==> src/rtl/thr_pkg.sv <==
package thr_pkg;
  localparam int TEMP_W  = 8;
  localparam int PHASE_W = 3;
  localparam int LVL_W   = 2;

  typedef enum logic [LVL_W-1:0] {
    RATIO_1 = 2'd0,
    RATIO_2 = 2'd1,
    RATIO_4 = 2'd2,
    RATIO_8 = 2'd3
  } ratio_e;
endpackage

==> src/rtl/thr_classify.sv <==
module thr_classify #(
  parameter int TEMP_W = 8
) (
  input  logic [TEMP_W-1:0] temp_code,
  input  logic              temp_valid,
  input  logic [TEMP_W-1:0] trip_level,
  input  logic [TEMP_W-1:0] release_level,
  output logic              hot,
  output logic              cool
);
  // A reading counts only on its strobe; trip wins over release if misprogrammed.
  always_comb begin
    hot  = temp_valid && (temp_code > trip_level);
    cool = temp_valid && (temp_code < release_level) && !hot;
  end
endmodule

==> src/rtl/thr_state.sv <==
module thr_state #(
  parameter int LVL_W = 2
) (
  input  logic             clk,
  input  logic             rst_n,
  input  logic             hot,
  input  logic             cool,
  input  logic             mode_div,
  input  logic             flag_clr,
  output logic             throttled,
  output logic [LVL_W-1:0] lvl,
  output logic             over_flag
);
  localparam logic [LVL_W-1:0] LVL_MAX = {LVL_W{1'b1}};
  localparam logic [LVL_W-1:0] LVL_ONE = LVL_W'(1);

  logic             thr_q, thr_d;
  logic [LVL_W-1:0] lvl_q, lvl_d;
  logic             flg_q, flg_d;

  always_comb begin
    thr_d = thr_q;
    lvl_d = lvl_q;
    if (!mode_div) lvl_d = '0;
    if (hot) begin
      thr_d = 1'b1;
      if (mode_div && lvl_q != LVL_MAX) lvl_d = lvl_q + LVL_ONE;
    end else if (cool) begin
      if (!mode_div || lvl_q <= LVL_ONE) thr_d = 1'b0;
      if (mode_div && lvl_q != '0) lvl_d = lvl_q - LVL_ONE;
    end
  end

  always_comb begin
    flg_d = flg_q;
    if (flag_clr) flg_d = 1'b0;
    if (hot)      flg_d = 1'b1;
  end

  always_ff @(posedge clk or negedge rst_n) begin
    if (!rst_n) begin
      thr_q <= 1'b0;
      lvl_q <= '0;
      flg_q <= 1'b0;
    end else begin
      thr_q <= thr_d;
      lvl_q <= lvl_d;
      flg_q <= flg_d;
    end
  end

  assign throttled = thr_q;
  assign lvl       = lvl_q;
  assign over_flag = flg_q;

  // no reading, no state change
  a_r3_hold_without_sample: assert property (@(posedge clk) disable iff (!rst_n)
    (!hot && !cool && mode_div) |=> ($stable(thr_q) && $stable(lvl_q)));

  // divide code moves at most one step per edge while in divide mode
  a_r6_single_step: assert property (@(posedge clk) disable iff (!rst_n)
    (mode_div && $past(mode_div)) |-> (lvl_q == $past(lvl_q) ||
      lvl_q == LVL_W'($past(lvl_q) + LVL_ONE) || LVL_W'(lvl_q + LVL_ONE) == $past(lvl_q)));

  // flag is sticky until cleared
  a_r8_sticky_flag: assert property (@(posedge clk) disable iff (!rst_n)
    (flg_q && !flag_clr) |=> flg_q);

  // gating mode leaves the divide code at ratio 1
  a_r9_gate_no_div: assert property (@(posedge clk) disable iff (!rst_n)
    !mode_div |=> (lvl_q == '0));
endmodule

==> src/rtl/thr_gate.sv <==
module thr_gate #(
  parameter int PHASE_W = 3
) (
  input  logic               clk,
  input  logic               rst_n,
  input  logic               throttled,
  input  logic               mode_div,
  input  logic [PHASE_W-1:0] duty_m,
  output logic               clk_en
);
  logic [PHASE_W-1:0] phase_q, phase_d;
  logic [PHASE_W-1:0] m_eff;

  always_comb begin
    phase_d = phase_q + PHASE_W'(1);
    m_eff   = (duty_m == '0) ? PHASE_W'(1) : duty_m;
    clk_en  = !throttled || mode_div || (phase_q < m_eff);
  end

  always_ff @(posedge clk or negedge rst_n) begin
    if (!rst_n) phase_q <= '0;
    else        phase_q <= phase_d;
  end

  // unthrottled logic runs every cycle
  a_r5_idle_enable: assert property (@(posedge clk) disable iff (!rst_n)
    !throttled |-> clk_en);

  // divide mode never gates
  a_r6_div_enable: assert property (@(posedge clk) disable iff (!rst_n)
    mode_div |-> clk_en);

  // each gated window opens at phase zero
  a_r5_window_open: assert property (@(posedge clk) disable iff (!rst_n)
    (phase_q == '0) |-> clk_en);
endmodule

==> src/rtl/thermal_throttle.sv <==
module thermal_throttle
  import thr_pkg::*;
(
  input  logic              clk,
  input  logic              rst_n,
  input  logic [TEMP_W-1:0] temp_code,
  input  logic              temp_valid,
  input  logic [TEMP_W-1:0] trip_level,
  input  logic [TEMP_W-1:0] release_level,
  input  logic              mode_div,
  input  logic [PHASE_W-1:0] duty_m,
  input  logic              flag_clr,
  output logic              clk_en,
  output logic [LVL_W-1:0]  div_sel,
  output logic              throttled,
  output logic              over_flag
);
  logic [1:0] rst_pipe_q;
  logic       rst_n_int;
  logic       hot, cool;
  logic [LVL_W-1:0] lvl;

  always_ff @(posedge clk or negedge rst_n) begin
    if (!rst_n) rst_pipe_q <= 2'b00;
    else        rst_pipe_q <= {rst_pipe_q[0], 1'b1};
  end
  assign rst_n_int = rst_pipe_q[1];

  thr_classify #(.TEMP_W(TEMP_W)) u_classify (
    .temp_code(temp_code), .temp_valid(temp_valid),
    .trip_level(trip_level), .release_level(release_level),
    .hot(hot), .cool(cool)
  );

  thr_state #(.LVL_W(LVL_W)) u_state (
    .clk(clk), .rst_n(rst_n_int), .hot(hot), .cool(cool),
    .mode_div(mode_div), .flag_clr(flag_clr),
    .throttled(throttled), .lvl(lvl), .over_flag(over_flag)
  );

  thr_gate #(.PHASE_W(PHASE_W)) u_gate (
    .clk(clk), .rst_n(rst_n_int), .throttled(throttled),
    .mode_div(mode_div), .duty_m(duty_m), .clk_en(clk_en)
  );

  assign div_sel = lvl;

  // held reset forces the idle outputs
  a_r1_reset_idle: assert property (@(posedge clk)
    !rst_n_int |-> (clk_en && div_sel == '0 && !throttled));
endmodule

==> config.mk <==
export PLATFORM = sky130hd
export DESIGN_NAME = thermal_throttle
export DESIGN_NICKNAME = d
export VERILOG_FILES = /design/src/rtl/thr_pkg.sv /design/src/rtl/thr_classify.sv /design/src/rtl/thr_state.sv /design/src/rtl/thr_gate.sv /design/src/rtl/thermal_throttle.sv
export SDC_FILE = /design/constraint.sdc
export NUM_CORES = 1
export LEC_CHECK = 0
export ABC_CLOCK_PERIOD_IN_PS = 2000
export CAP_MARGIN = 10
export CELL_PAD_IN_SITES_DETAIL_PLACEMENT = 0
export CELL_PAD_IN_SITES_GLOBAL_PLACEMENT = 1
export CORE_MARGIN = 2
export CORE_UTILIZATION = 27
export DETAILED_ROUTE_END_ITERATION = 10
export PLACE_DENSITY_LB_ADDON = 0.25
export SLEW_MARGIN = 40
export SYNTH_ARGS = -nofsm -noshare
export SYNTH_HDL_FRONTEND = slang
export SYNTH_SLANG_ARGS = --single-unit
==> constraint.sdc <==
create_clock -name clk -period 2 [get_ports clk]
set_clock_uncertainty 0.1 [all_clocks]
set_input_delay 0.6 -clock clk [delete_from_list [all_inputs] [get_ports clk]]
set_output_delay 0.6 -clock clk [all_outputs]
set_load 0.005 [all_outputs]
# After elaboration in Yosys (flattened, before gate mapping)
# Cells that the tools add are included.
[word_totals]
latchBits = 0
ff_bits = 9
input_bits = 32
ram_bits = 0
memories = 0
word_cells = 41
output_inout_bits = 5
romBits = 0
[classes]
multipliers = 0
bitwise = 0
muxes = 11
n_lt_le_gt_ge = 4
reduce_logical = 17
n_addsub = 3
div_mod_pow = 0
eq_ne = 1
shifts = 0
[op_table]
columns = ["op", "count"]
rows = [
  ["2-bit 2-to-1 mux", 5],
  ["8-bit > comparator", 1],
  ["8-bit < comparator", 1],
  ["2-bit nonzero test", 4],
  ["1-bit logical AND", 5],
  ["1-bit 2-to-1 mux", 5],
  ["3-bit by 1-bit adder with 3-bit output (second input constant)", 1],
  ["1-bit logical NOT", 3],
  ["3-bit logical NOT", 1],
  ["1-bit logical OR", 3],
  ["3-bit < comparator", 1],
  ["3-bit 2-to-1 mux", 1],
  ["2-bit by 1-bit adder with 2-bit output (second input constant)", 1],
  ["2-bit by 1-bit less-or-equal comparator with 1-bit output (second input constant)", 1],
  ["2-bit != test (second input constant)", 1],
  ["2-bit AND reduction", 1],
  ["2-bit by 1-bit subtractor with 2-bit output (second input constant)", 1],
]

# Logic depth before layout (Yosys ltp)
[depth]
word_depth = 6
depth_mapped = 8
mapped_depth_nobuf = 8

# Hierarchy
# From an unflattened synthesis, not the netlist that was laid out.
[unflattened]
hier_cells = 93
hier_area_um2 = 870.8
[by_module_without_submodules]
columns = ["mod", "cells_each", "seq_area_each_um2", "instances", "area_each_um2"]
rows = [
  ["thr_classify", 53, 0.0, 1, 406.6],
  ["thr_state", 22, 100.1, 1, 235.2],
  ["thr_gate", 15, 75.1, 1, 175.2],
  ["thermal_throttle", 3, 50.0, 1, 53.8],
]

# Worst setup path before layout
# No wires, ideal clock.
[synth_path]
path_type = "input to output"
from = "input port duty_m[1]"
to = "output port clk_en"
path_buffers = 0
stages = 6
t_arrival_ns = 1.415
setup_slack_ns = -0.115
t_required_ns = 1.300
cell_sequence = "inv_1 ha_1 o21ai_0 nand2b_1 a21oi_1 or3b_1"
[synth_via]
elab_chain_len = 4
[synth_rtl]
columns = ["item", "line", "source"]
rows = [
  ["start: declaration", "thermal_throttle.sv:11", "input logic [PHASE_W-1:0] duty_m,"],
  ["3-bit logical NOT", "thr_gate.sv:16", "m_eff = (duty_m == '0) ? PHASE_W'(1) : duty_m;"],
  ["3-bit 2-to-1 mux *", "thr_gate.sv:16", ""],
  ["3-bit < comparator *", "thr_gate.sv:17", "clk_en = !throttled || mode_div || (phase_q < m_eff);"],
  ["1-bit logical OR *", "thr_gate.sv:17", ""],
  ["end: declaration", "thermal_throttle.sv:13", "output logic clk_en,"],
]
# Every way passes the cells marked *; elsewhere a longest branch is shown, timed or not.

# Worst setup path in the final report
# Ends and elaborated chain as after synthesis.

==> reports/qor.txt <==
Hold Vio Cnt, Final -> 0
Lkg Pwr -> 0.758 nW
NumNets Final -> 205
first-pass GRT wire length -> 3.44 mm
I/O Pins -> 37
top cell type's share of synthesized area -> 30.6%
vias in the first global route -> 825
initial core utilization -> 28.2%
WL/cell -> 11.7 um
P per Cell Area -> 460 nW/um^2
Gate Count Post-Synth -> 98
WP data arrival -> 1590 ps
Synth Cell Area -> 860 sq um
fill count -> 301
Setup TNS Final -> -331 ps
Remaining Overflow, GRT -> 0
Synth-to-Final Area Change -> 83.6%
initial antenna violation count -> 0
R2R depth -> 6
most frequent cells in the layout -> 13 x inv_1, 11 x ha_4, 10 x buf_2, 10 x buf_4
overall power -> 0.000726 W
max-slew violations -> 0
leading post-synthesis cells by cell area -> ha_1 31%, dfrtp_1 26%, inv_1 10%, a21oi_1 4.7%, o21ai_0 4.1%
post-synthesis sequential area ratio -> 26.2%
share of layout cells above drive strength 1 -> 51.0%
Post-CTS Hold Fix Bufs -> 0
clk buf depth -> 2
Final Setup Violations -> 2
largest net degree at the start of global routing -> 8
CORE AREA -> 3050 sq um
n_diodes -> 0
CP endpoint kind -> output pin
clock sinks -> 9
Avg Vias per Cell -> 4.35
TritonCTS buffer count -> 3
Avg Inst Size Synth -> 8.77 sq um
reg2reg end -> u_state.lvl[1]
port bufs -> 36
Reg clk slew, reported paths -> 60 ps
Required @ worst endpoint -> 1300 ps
first drt pass iteration count -> 4
RSZ-0062 raised after global routing -> true
H-tree depth -> 1
Iteration-0 DRC Markers -> 8
row count -> 20
CP max FO -> 2
Die ar. -> 3650 sq um
most common cell after layout, fill and taps aside -> inv_1
post-route insts no fill -> 195
Mapped Nets -> 151
max_cap viols -> 0
Synth area leader -> ha_1
Worst Path Class, Setup -> in -> out
Final Core Density -> 51.7%
Detail Placement HPWL -> 1.65 mm
DRC viols -> 0
outcome -> complete, but fails checks
CTS tree -> built
peak supply drop -> 0.000364 V
Startpoint Class -> input pin
Setup WS post-layout -> -290 ps
Placed Cells -> 185
GRT Total Usage -> 12.9%
final worst path period share -> 114%
reg2reg setup slack -> 510 ps
worst min path class -> reg -> async
RR Startpoint -> u_state.lvl[1]
die height -> 60.4 um
failing checks -> setup timing
clock latency on the worst-skew pair -> 250 ps
Chip Width -> 60.4 um
CTS Root Cell -> clkbuf_4
#FFs+latches synth -> 9
Final min period -> 2290 ps
DRT antenna net count -> 0
Via Count -> 848
Peak Freq -> 437 MHz
final wirelength -> 2.27 mm
warnings from Yosys -> 0
count of cell types in the netlist -> 26
GPL Wtd Cong -> 0.681
==> power by group <==
part | switching [W] | internal, W
combinational | 0.000153 | 0.000209
sequential | 0.0000251 | 0.000204
clock | 0.0000578 | 0.0000765
==> worst max-delay path, cell delays in order <==
cell and delay [ps]:
buf_8 90, inv_12 30, ha_4 240, o21ai_2 40
nand2b_1 60, a21oi_1 60, or3b_1 330, buf_2 130
==> cells in the mapped netlist (all sizes together) <==
library cell / instances
or3b: 1
a31oi: 1
nor2b: 2
dfrtp: 9
nor3: 1
o21bai: 1
o311a: 1
a211oi: 1
nand3: 1
xor2: 1
conb: 1
o211ai: 1
nor2: 1
mux2i: 2
a21oi: 8
nand2b: 1
o21ai: 8
o21a: 1
o221a: 1
a21o: 1
nand2: 7
ha: 21
nand4: 2
nand3b: 1
inv: 23
==> kinds of logic after synthesis <==
kind of cell    Yosys count  synth area share, %
compound gates           24                 19.2
xor+xnor                  1                 1.02
mux                       2                 2.33
simple gates             17                 10.2
buf+inv                  23                 10.0
other cells               1                0.436
flops                     9                 26.2
fa+ha+maj                21                 30.6
==> state kept, by name, indices dropped and copies added, names as in the netlist <==
signal / count
u_state.throttled: 1
u_state.lvl: 2
rst_pipe_q: 2
u_gate.phase_q: 3
u_state.over_flag: 1
==> layer usage <==
layer	GRT usage, %	share of wire [%]	wire length [um]
met4	3.73	0.44	10
met1	13.7	38	867
met2	24.8	55	1260
met3	3.41	6.0	137
met5	0	0	0
==> cell type report <==
cell class | count | area (sq um) | area share [%]
Sequential cell | 9 | 225 | 14.3
Clock buffer | 4 | 26.3 | 1.67
Tap cell | 44 | 55.1 | 3.49
Inverter | 23 | 111 | 7.06
Timing Repair Buffer | 49 | 394 | 25.0
Multi-Input combinational cell | 66 | 766 | 48.5
==> how the worst max path moves through the flow <==
| stage | start | endpoint | cells after the start |
|---|---|---|---|
| after floorplan | duty_m[1] | clk_en | 6 |
| after global placement | duty_m[1] | clk_en | 8 |
| after detailed placement | duty_m[1] | clk_en | 8 |
| after CTS | duty_m[1] | clk_en | 8 |
| after global routing | duty_m[1] | clk_en | 8 |
| final | duty_m[1] | clk_en | 8 |
==> metrics by stage <==
step / hold slack, ps / setup WS (ps) / cell area, sq um
final: 3.17 / -290 / 1580
after global routing: 41.4 / -329 / 1580
after CTS: 18.1 / -309 / 1590
after detailed placement: 13.7 / -1200 / 1380
after global placement: 12.4 / -1180 / 1380
after floorplan: -18.5 / -77.4 / 910
==> what timing repair did <==
item	in CTS	in global routing
resized for setup	112	20
setup buffers	6	0
endpoints found under the setup margin	5	3
pin swaps	29	13
(Power assumes the default switching activity.)
